--- src/rtl/serial_ones_pkg.sv ---
package serial_ones_pkg;

    typedef enum logic [1:0] {
        ST_IDLE   = 2'd0,
        ST_SCAN   = 2'd1,
        ST_FINISH = 2'd2
    } scan_state_e;

endpackage

--- src/rtl/sones_index_seq.sv ---
module sones_index_seq #(
    parameter int N_BITS = 7,
    parameter int IDX_W  = $clog2(N_BITS + 1)
) (
    input  logic             clk,
    input  logic             rst,
    input  logic             clr_i,
    input  logic             adv_i,
    output logic [IDX_W-1:0] idx_o,
    output logic             last_o,
    output logic             term_o
);

    localparam logic [IDX_W-1:0] LAST_IDX = IDX_W'(N_BITS - 1);
    localparam logic [IDX_W-1:0] TERM_IDX = IDX_W'(N_BITS);

    logic [IDX_W-1:0] idx_q;

    always_ff @(posedge clk) begin
        if (rst || clr_i) begin
            idx_q <= '0;
        end else if (adv_i) begin
            idx_q <= idx_q + 1'b1;
        end
    end

    assign idx_o  = idx_q;
    assign last_o = (idx_q == LAST_IDX);
    assign term_o = (idx_q == TERM_IDX);

    // one position per scanning cycle
    a_r2_idx_step: assert property (@(posedge clk) disable iff (rst)
        (adv_i && !clr_i) |=> (idx_q == IDX_W'($past(idx_q) + 1'b1)));

    // a start returns the index to zero
    a_r4_idx_clear: assert property (@(posedge clk) disable iff (rst)
        clr_i |=> (idx_q == '0));

    // the index never runs past its terminal value
    a_r2_idx_bound: assert property (@(posedge clk) disable iff (rst)
        (idx_q <= TERM_IDX));

endmodule

--- src/rtl/sones_toggle_count.sv ---
module sones_toggle_count #(
    parameter int N_BITS = 7,
    parameter int CNT_W  = $clog2(N_BITS + 1)
) (
    input  logic             clk,
    input  logic             rst,
    input  logic             clr_i,
    input  logic             en_i,
    input  logic             bit_i,
    output logic [CNT_W-1:0] cnt_o
);

    logic [CNT_W-1:0] cnt_q;
    logic [CNT_W-1:0] lower_ones;
    logic [CNT_W-1:0] flip;

    for (genvar g = 0; g < CNT_W; g++) begin : g_tff
        if (g == 0) begin : g_lsb
            assign lower_ones[g] = 1'b1;
        end else begin : g_upper
            assign lower_ones[g] = lower_ones[g-1] & cnt_q[g-1];
        end

        assign flip[g] = en_i & bit_i & lower_ones[g];

        always_ff @(posedge clk) begin
            if (rst || clr_i) begin
                cnt_q[g] <= 1'b0;
            end else if (flip[g]) begin
                cnt_q[g] <= ~cnt_q[g];
            end
        end
    end

    assign cnt_o = cnt_q;

    // increment on a one, hold on a zero
    a_r3_gated_inc: assert property (@(posedge clk) disable iff (rst)
        (en_i && !clr_i) |=> (cnt_q == CNT_W'($past(cnt_q) + CNT_W'($past(bit_i)))));

    // the count never exceeds the vector width
    a_r8_no_overflow: assert property (@(posedge clk) disable iff (rst)
        (int'(cnt_q) <= N_BITS));

    // a start clears the count
    a_r4_cnt_clear: assert property (@(posedge clk) disable iff (rst)
        clr_i |=> (cnt_q == '0));

endmodule

--- src/rtl/sones_out_gate.sv ---
module sones_out_gate #(
    parameter int CNT_W = 3
) (
    input  logic [CNT_W-1:0] cnt_i,
    input  logic             open_i,
    output logic [CNT_W-1:0] count_o
);

    for (genvar g = 0; g < CNT_W; g++) begin : g_and
        assign count_o[g] = cnt_i[g] & open_i;
    end

endmodule

--- src/rtl/serial_ones_counter.sv ---
module serial_ones_counter
    import serial_ones_pkg::*;
#(
    parameter  int N_BITS = 7,
    localparam int CNT_W  = $clog2(N_BITS + 1)
) (
    input  logic              clk,
    input  logic              rst,
    input  logic              start_i,
    input  logic [N_BITS-1:0] vec_i,
    output logic [CNT_W-1:0]  count_o,
    output logic              done_o
);

    localparam int IDX_W = $clog2(N_BITS + 1);
    localparam int PAD_W = 1 << IDX_W;

    scan_state_e st_q;
    scan_state_e st_d;

    logic [N_BITS-1:0] vec_q;
    logic [PAD_W-1:0]  vec_pad;
    logic [IDX_W-1:0]  idx;
    logic              idx_last;
    logic              idx_term;
    logic              adv;
    logic              cur_bit;
    logic [CNT_W-1:0]  cnt;

    // state register
    always_ff @(posedge clk) begin
        if (rst) begin
            st_q <= ST_IDLE;
        end else begin
            st_q <= st_d;
        end
    end

    // next state
    always_comb begin
        st_d = st_q;
        if (start_i) begin
            st_d = ST_SCAN;
        end else begin
            unique case (st_q)
                ST_IDLE:   st_d = ST_IDLE;
                ST_SCAN:   st_d = idx_last ? ST_FINISH : ST_SCAN;
                ST_FINISH: st_d = ST_IDLE;
                default:   st_d = ST_IDLE;
            endcase
        end
    end

    // outputs of the controller
    always_comb begin
        done_o = 1'b0;
        adv    = 1'b0;
        unique case (st_q)
            ST_IDLE:   ;
            ST_SCAN:   adv = !start_i;
            ST_FINISH: done_o = 1'b1;
            default:   ;
        endcase
    end

    // captured vector
    always_ff @(posedge clk) begin
        if (rst) begin
            vec_q <= '0;
        end else if (start_i) begin
            vec_q <= vec_i;
        end
    end

    assign vec_pad = {{(PAD_W - N_BITS){1'b0}}, vec_q};
    assign cur_bit = vec_pad[idx];

    sones_index_seq #(
        .N_BITS (N_BITS),
        .IDX_W  (IDX_W)
    ) u_index (
        .clk    (clk),
        .rst    (rst),
        .clr_i  (start_i),
        .adv_i  (adv),
        .idx_o  (idx),
        .last_o (idx_last),
        .term_o (idx_term)
    );

    sones_toggle_count #(
        .N_BITS (N_BITS),
        .CNT_W  (CNT_W)
    ) u_count (
        .clk    (clk),
        .rst    (rst),
        .clr_i  (start_i),
        .en_i   (adv),
        .bit_i  (cur_bit),
        .cnt_o  (cnt)
    );

    sones_out_gate #(
        .CNT_W (CNT_W)
    ) u_gate (
        .cnt_i   (cnt),
        .open_i  (idx_term),
        .count_o (count_o)
    );

    // no partial count reaches the output during a scan
    a_r5_hidden_while_scan: assert property (@(posedge clk) disable iff (rst)
        (st_q == ST_SCAN) |-> (count_o == '0 && !done_o));

    // done lasts a single cycle
    a_r6_done_pulse: assert property (@(posedge clk) disable iff (rst)
        done_o |=> !done_o);

    // the result holds while idle
    a_r6_hold: assert property (@(posedge clk) disable iff (rst)
        (st_q == ST_IDLE && !start_i && $past(!rst)) |=> $stable(count_o));

    // a start is never followed directly by done
    a_r7_restart: assert property (@(posedge clk) disable iff (rst)
        start_i |=> !done_o);

    // done only follows a scan
    a_r2_done_after_scan: assert property (@(posedge clk) disable iff (rst)
        $rose(done_o) |-> ($past(st_q) == ST_SCAN));

endmodule

--- config.mk ---
export PLATFORM = sky130hd
export DESIGN_NAME = serial_ones_counter
export DESIGN_NICKNAME = d
export VERILOG_FILES = /design/src/rtl/serial_ones_pkg.sv /design/src/rtl/sones_index_seq.sv /design/src/rtl/sones_toggle_count.sv /design/src/rtl/sones_out_gate.sv /design/src/rtl/serial_ones_counter.sv
export SDC_FILE = /design/constraint.sdc
export NUM_CORES = 1
export LEC_CHECK = 0
export CAP_MARGIN = 20
export CORE_MARGIN = 1.5
export CORE_UTILIZATION = 48
export DETAILED_ROUTE_END_ITERATION = 10
export PLACE_DENSITY = 0.75
export SYNTH_ARGS = -nofsm -noshare
export SYNTH_HDL_FRONTEND = slang
export SYNTH_HIERARCHICAL = 1
export SYNTH_SLANG_ARGS = --single-unit
--- constraint.sdc ---
create_clock -name clk -period 2.4 [get_ports clk]
set_input_delay 0.24 -clock clk [delete_from_list [all_inputs] [get_ports clk]]
set_output_delay 0.24 -clock clk [all_outputs]
set_load 0.05 [all_outputs]
-- Yosys cells after proc, flatten, opt, wreduce, memory -nomap -nowiden
Index checks and enable logic that the tools add are counted.
- flip-flop bits (word level): 15
- input port bits: 10
- output and inout bits: 4
- logic and storage cells: 34
- add/subtract/negate cells: 1
- order comparisons: 1
- equal/unequal tests: 4
- multiplexer cells: 7
- bitwise operators: 11
- reductions and logical operators: 3
- operator list (operator ; count):
    1-bit bitwise AND ; 7
    3-bit equality test (second input constant) ; 2
    1-bit two-way mux ; 5
    3-bit by 4-bit less-than comparator with 1-bit output (second input constant) ; 1
    1-bit inverter ; 4
    3-bit by 1-bit adder with 3-bit output (second input constant) ; 1
    1-bit binary-select mux with 3-bit select ; 1
    3-bit OR reduction ; 1
    2-bit by 1-bit equality test with 1-bit output (second input constant) ; 1
    2-bit equality test (second input constant) ; 1
    2-bit two-way mux ; 1
    1-bit zero test ; 1
    1-bit logical OR ; 1

-- Depth between registers and ports, before layout
- depth in word-level cells: 4
- mapped depth: 6
- depth with buffers taken out: 6

-- By module
The synthesis kept the hierarchy.
- modules (own cells, without submodules) (module ; instances ; cells each ; area each (sq um) ; sequential area each (sq um)):
    serial_ones_counter ; 1 ; 36 ; 376.6 ; 180.2
    sones_index_seq ; 1 ; 14 ; 165.2 ; 60.1
    sones_toggle_count ; 1 ; 14 ; 148.9 ; 60.1
    sones_out_gate ; 1 ; 3 ; 18.8 ; 0.0

-- Least setup slack after synthesis
No wires, ideal clock.
- kind: input to register
- start point: input start_i
- end point: register u_count.cnt_q[2] (netlist: u_count/cnt_o[2])
- setup time: 0.123 ns
- arrival: 1.655 ns
- required time: 2.277 ns
- setup slack: 0.621 ns
- stages on the path: 4
- buffers on the path: 1
- path through: buf_2 nor3b_1 nand4_1 mux2_1
- longest elaborated chain between the ends: 4
- elaborated cells between the ends (all ways): 5
- those cells by class: 1 x mux; 2 x bitwise; 2 x reduce/logical
- ends and longest elaborated chain (item ; line ; RTL):
    start: declaration ; serial_ones_counter.sv:9 ; input logic start_i,
    1-bit zero test ; serial_ones_counter.sv:60 ; ST_SCAN: adv = !start_i;
    1-bit two-way mux ; serial_ones_counter.sv:58 ; unique case (st_q)
    via adv ; serial_ones_counter.sv:26 ; logic adv;
    1-bit bitwise AND (2 in series) ; sones_toggle_count.sv:24 ; assign flip[g] = en_i & bit_i & lower_ones[g];
    end signal: indexed assignment ; sones_toggle_count.sv:30 ; cnt_q[g] <= ~cnt_q[g];
    end: declaration ; sones_toggle_count.sv:13 ; logic [CNT_W-1:0] cnt_q;
The timed path passes the listed nets, and every way through them passes these cells.
A chain may end at the register's enable or synchronous reset.

-- Worst setup path in the final report
- start point: register u_index.idx_q[0] (netlist: u_index/idx_o[0])
- end point: output count_o[2]
- longest elaborated chain between the ends: 2
- ends and longest elaborated chain (item ; line ; RTL):
    start: declaration ; sones_index_seq.sv:17 ; logic [IDX_W-1:0] idx_q;
    start signal: assignment ; sones_index_seq.sv:23 ; idx_q <= idx_q + 1'b1;
    3-bit equality test ; sones_index_seq.sv:29 ; assign term_o = (idx_q == TERM_IDX);
    via idx_term ; serial_ones_counter.sv:25 ; logic idx_term;
    1-bit bitwise AND ; sones_out_gate.sv:10 ; assign count_o[g] = cnt_i[g] & open_i;
    end: declaration ; serial_ones_counter.sv:11 ; output logic [CNT_W-1:0] count_o,
The timed path passes the listed nets, and every way through them passes these cells.

==> impl_results.md <==
- Status: completed
- Tcrit/Tclk final: 94.76%
- Worst-Margin Slew: 0.4984 ns
- First-pass GRT wire length: 2097 µm
- Layout area overhead: 26.63%
- Mux contribution to synthesized area: 20.63%
- Synth Register Bits: 15
- Worst-path clk slew: 0.08 ns
- Peak supply drop: 0.4021 mV
- Crit path arrival time: 2.03 ns
- Initial antenna violation count: 0
- Vias: 542
- Setup WS pre-CTS: 0.4293 ns
- ANT nets after route: 0
- Clock latency on the worst-skew pair: 0.28 ns
- Die area: 0.001718 mm²
- Crit-path max FO: 6
- Count leader, synth: dfxtp_1
- Share of flip-flops with an asynchronous set or reset: 0%
- Dominant cell type by area after synthesis: dfxtp_1
- # diodes: 0
- Startpoint type of the worst setup path: register
- DR pass1 iterations: 4
- Fill cell count: 105
- Vias in the first global route: 474
- Max Slew Vio Count: 0
- Main combinational cell family by area after synthesis: simple AND/OR/NAND/NOR gates
- Port bufs: 13
- TritonCTS clock tree: built
- Setup TNS Final: 0 ns
- GP Congestion: 0.6706
- # IOs: 14
- GR Overflow Total: 0
- Hold Fails Final Rpt: 0
- Cell Area, Synth: 709.4 µm²
- FP Rows: 13
- Routed WL per cell: 11.82 µm
- Synth area leaders: dfxtp_1, mux2i_1, ha_1
- Post-Layout Cell Count: 100
- Nets: 99
- EDFF count, synth: 0
- Worst Setup End Kind: output pin
- Post-Synth Adder-Cell Area: 5.291%
- Worst Hold Class: register to register
- Worst Skew: 0.007244 ns
- Drt via density: 5.420
- Worst Path Required: 2.16 ns
- Commonest register cell after synthesis: dfxtp_1
- Final setup vio count: 0
- Mapped Nets: 80
- Maximum root-to-sink buffer count: 2
- Largest net degree at the start of global routing: 17
- Synth warn: 6
- Syn_area_per_cell: 10.59 µm²
- Pwr per Cell Area: 513.4 mW/mm²
- RSZ-0062 raised after global routing: false
- Inst Count DP: 96
- F_max: 0.4397 GHz
- Synth Area in Simple Gates: 22.57%
- Layout cell share with drive strength beyond 1: 16.47%
- Die Wd: 41.45 µm
- Max_slew headroom: 66.67%
- GRT Util Overall: 15.85%
- Core Area: 0.001334 mm²
- Resized cells post-CTS: 0
- Post-Synthesis Cells: 67
- Sequential area share after synthesis: 42.33%
- Synth unique cells: 25
- LEAKAGE: 0.3607 nW
- Synth Area in Compound Gates: 6.173%
- DRC Markers: 0
- Drt initial violations: 6
- H-Tree Depth: 1
- PnR worst setup slack: 0.1258 ns
- # clock sinks: 15
- CTS buffer count: 3
- CP Class: register to output pin
- Core Util, Final: 67.35%
- DP HPWL: 851.5 µm
- Number of setup buffers added after CTS: 0
- Routed wire length: 1182 µm
- Hold buffer count at CTS: 0
- Slack of the worst reg-to-reg path: 0.57 ns
- Die Height: 41.45 µm
- CTS root buf: clkbuf_4
- Xor/xnor share of the synthesized area: 1.235%
- Initial core utilization: 53.19%
- Design Power: 0.4612 mW
- Most instantiated cells after synthesis: dfxtp_1, nor2_1, mux2i_1
- Yosys top cell area share: 42.33%
- Max-capacitance violation count: 0
- Min cycle time layout: 2.274 ns
final timing paths:
path                                 start  cells past startpoint                            end
max          u_index/idx_o[0]$_SDFFE_PP0P_                      4                     count_o[2]
min reg2reg          vec_q[0]$_SDFFE_PP0P_                      2          vec_q[0]$_SDFFE_PP0P_
max reg2reg  u_index/idx_o[0]$_SDFFE_PP0P_                      4  u_count/cnt_o[1]$_SDFFE_PP0P_
min                  vec_q[0]$_SDFFE_PP0P_                      2          vec_q[0]$_SDFFE_PP0P_
area by class of cell:
cell class                      count  area (µm²)  area share [%]
Tap cell                           15       18.77           2.089
Multi-Input combinational cell     49       396.6           44.15
Clock buffer                        4       26.28           2.925
Timing Repair Buffer               16       152.6           16.99
Inverter                            1       3.754          0.4178
Sequential cell                    15       300.3           33.43
through the flow:
| step | area [µm²] | hold slack (ns) |
|---|---|---|
| final | 898.4 | 0.4995 |
| after floorplan | 709.4 | 0.3046 |
| after global routing | 898.4 | 0.5376 |
| after global placement | 872.1 | 0.4787 |
| after CTS | 898.4 | 0.5048 |
| after detailed placement | 872.1 | 0.4842 |
power breakdown:
| group | internal [mW] | leakage, nW | switching (mW) |
|---|---|---|---|
| clock network | 0.0644 | 0.0150 | 0.0771 |
| registers | 0.258 | 0.123 | 0.00591 |
| logic | 0.0317 | 0.223 | 0.0241 |
| total | 0.354 | 0.361 | 0.107 |
cells in the final DEF, fill, tap and decap left out, types with 2 or more instances in the layout:
cell,Yosys,final
ha_1,3,3
mux2_2,2,2
nor3_1,2,2
clkdlybuf4s50_1,0,13
and2_1,4,4
buf_4,0,3
nor3b_1,4,4
dfxtp_1,15,15
nor3_2,2,2
nor2_1,10,10
clkbuf_4,0,3
mux2i_1,9,9
routing by layer:
metal	up-vias	global-route usage, %	routed length, µm
met5	-	0	0
met4	0	9.677	14
met3	2	4.783	37
met2	7	22.50	517
met1	257	20.87	613
li1	276	-	-
worst max-delay path, cell delays in order (launching register included):
cell and delay, ns:
dfxtp_1 0.47, ha_1 0.19, ha_1 0.17, and2_1 0.14
clkdlybuf4s50_1 0.79
sequential cells by signal (all words and copies together) (netlist names):
signal,count
u_count/cnt_o,3
u_index/idx_o,3
st_q,2
vec_q,7
cell families (layout without fill, tap and decap cells):
kind of cell / count (synthesis) / after routing
multiplexers: 13 / 13
adder cells (fa/ha/maj): 3 / 3
XOR/XNOR: 1 / 1
flip-flops: 15 / 15
buffers and inverters: 3 / 21
AND/OR/NAND/NOR: 28 / 28
AO/OA/AOI/OAI: 4 / 4
Power figures use the tool's default switching activity.
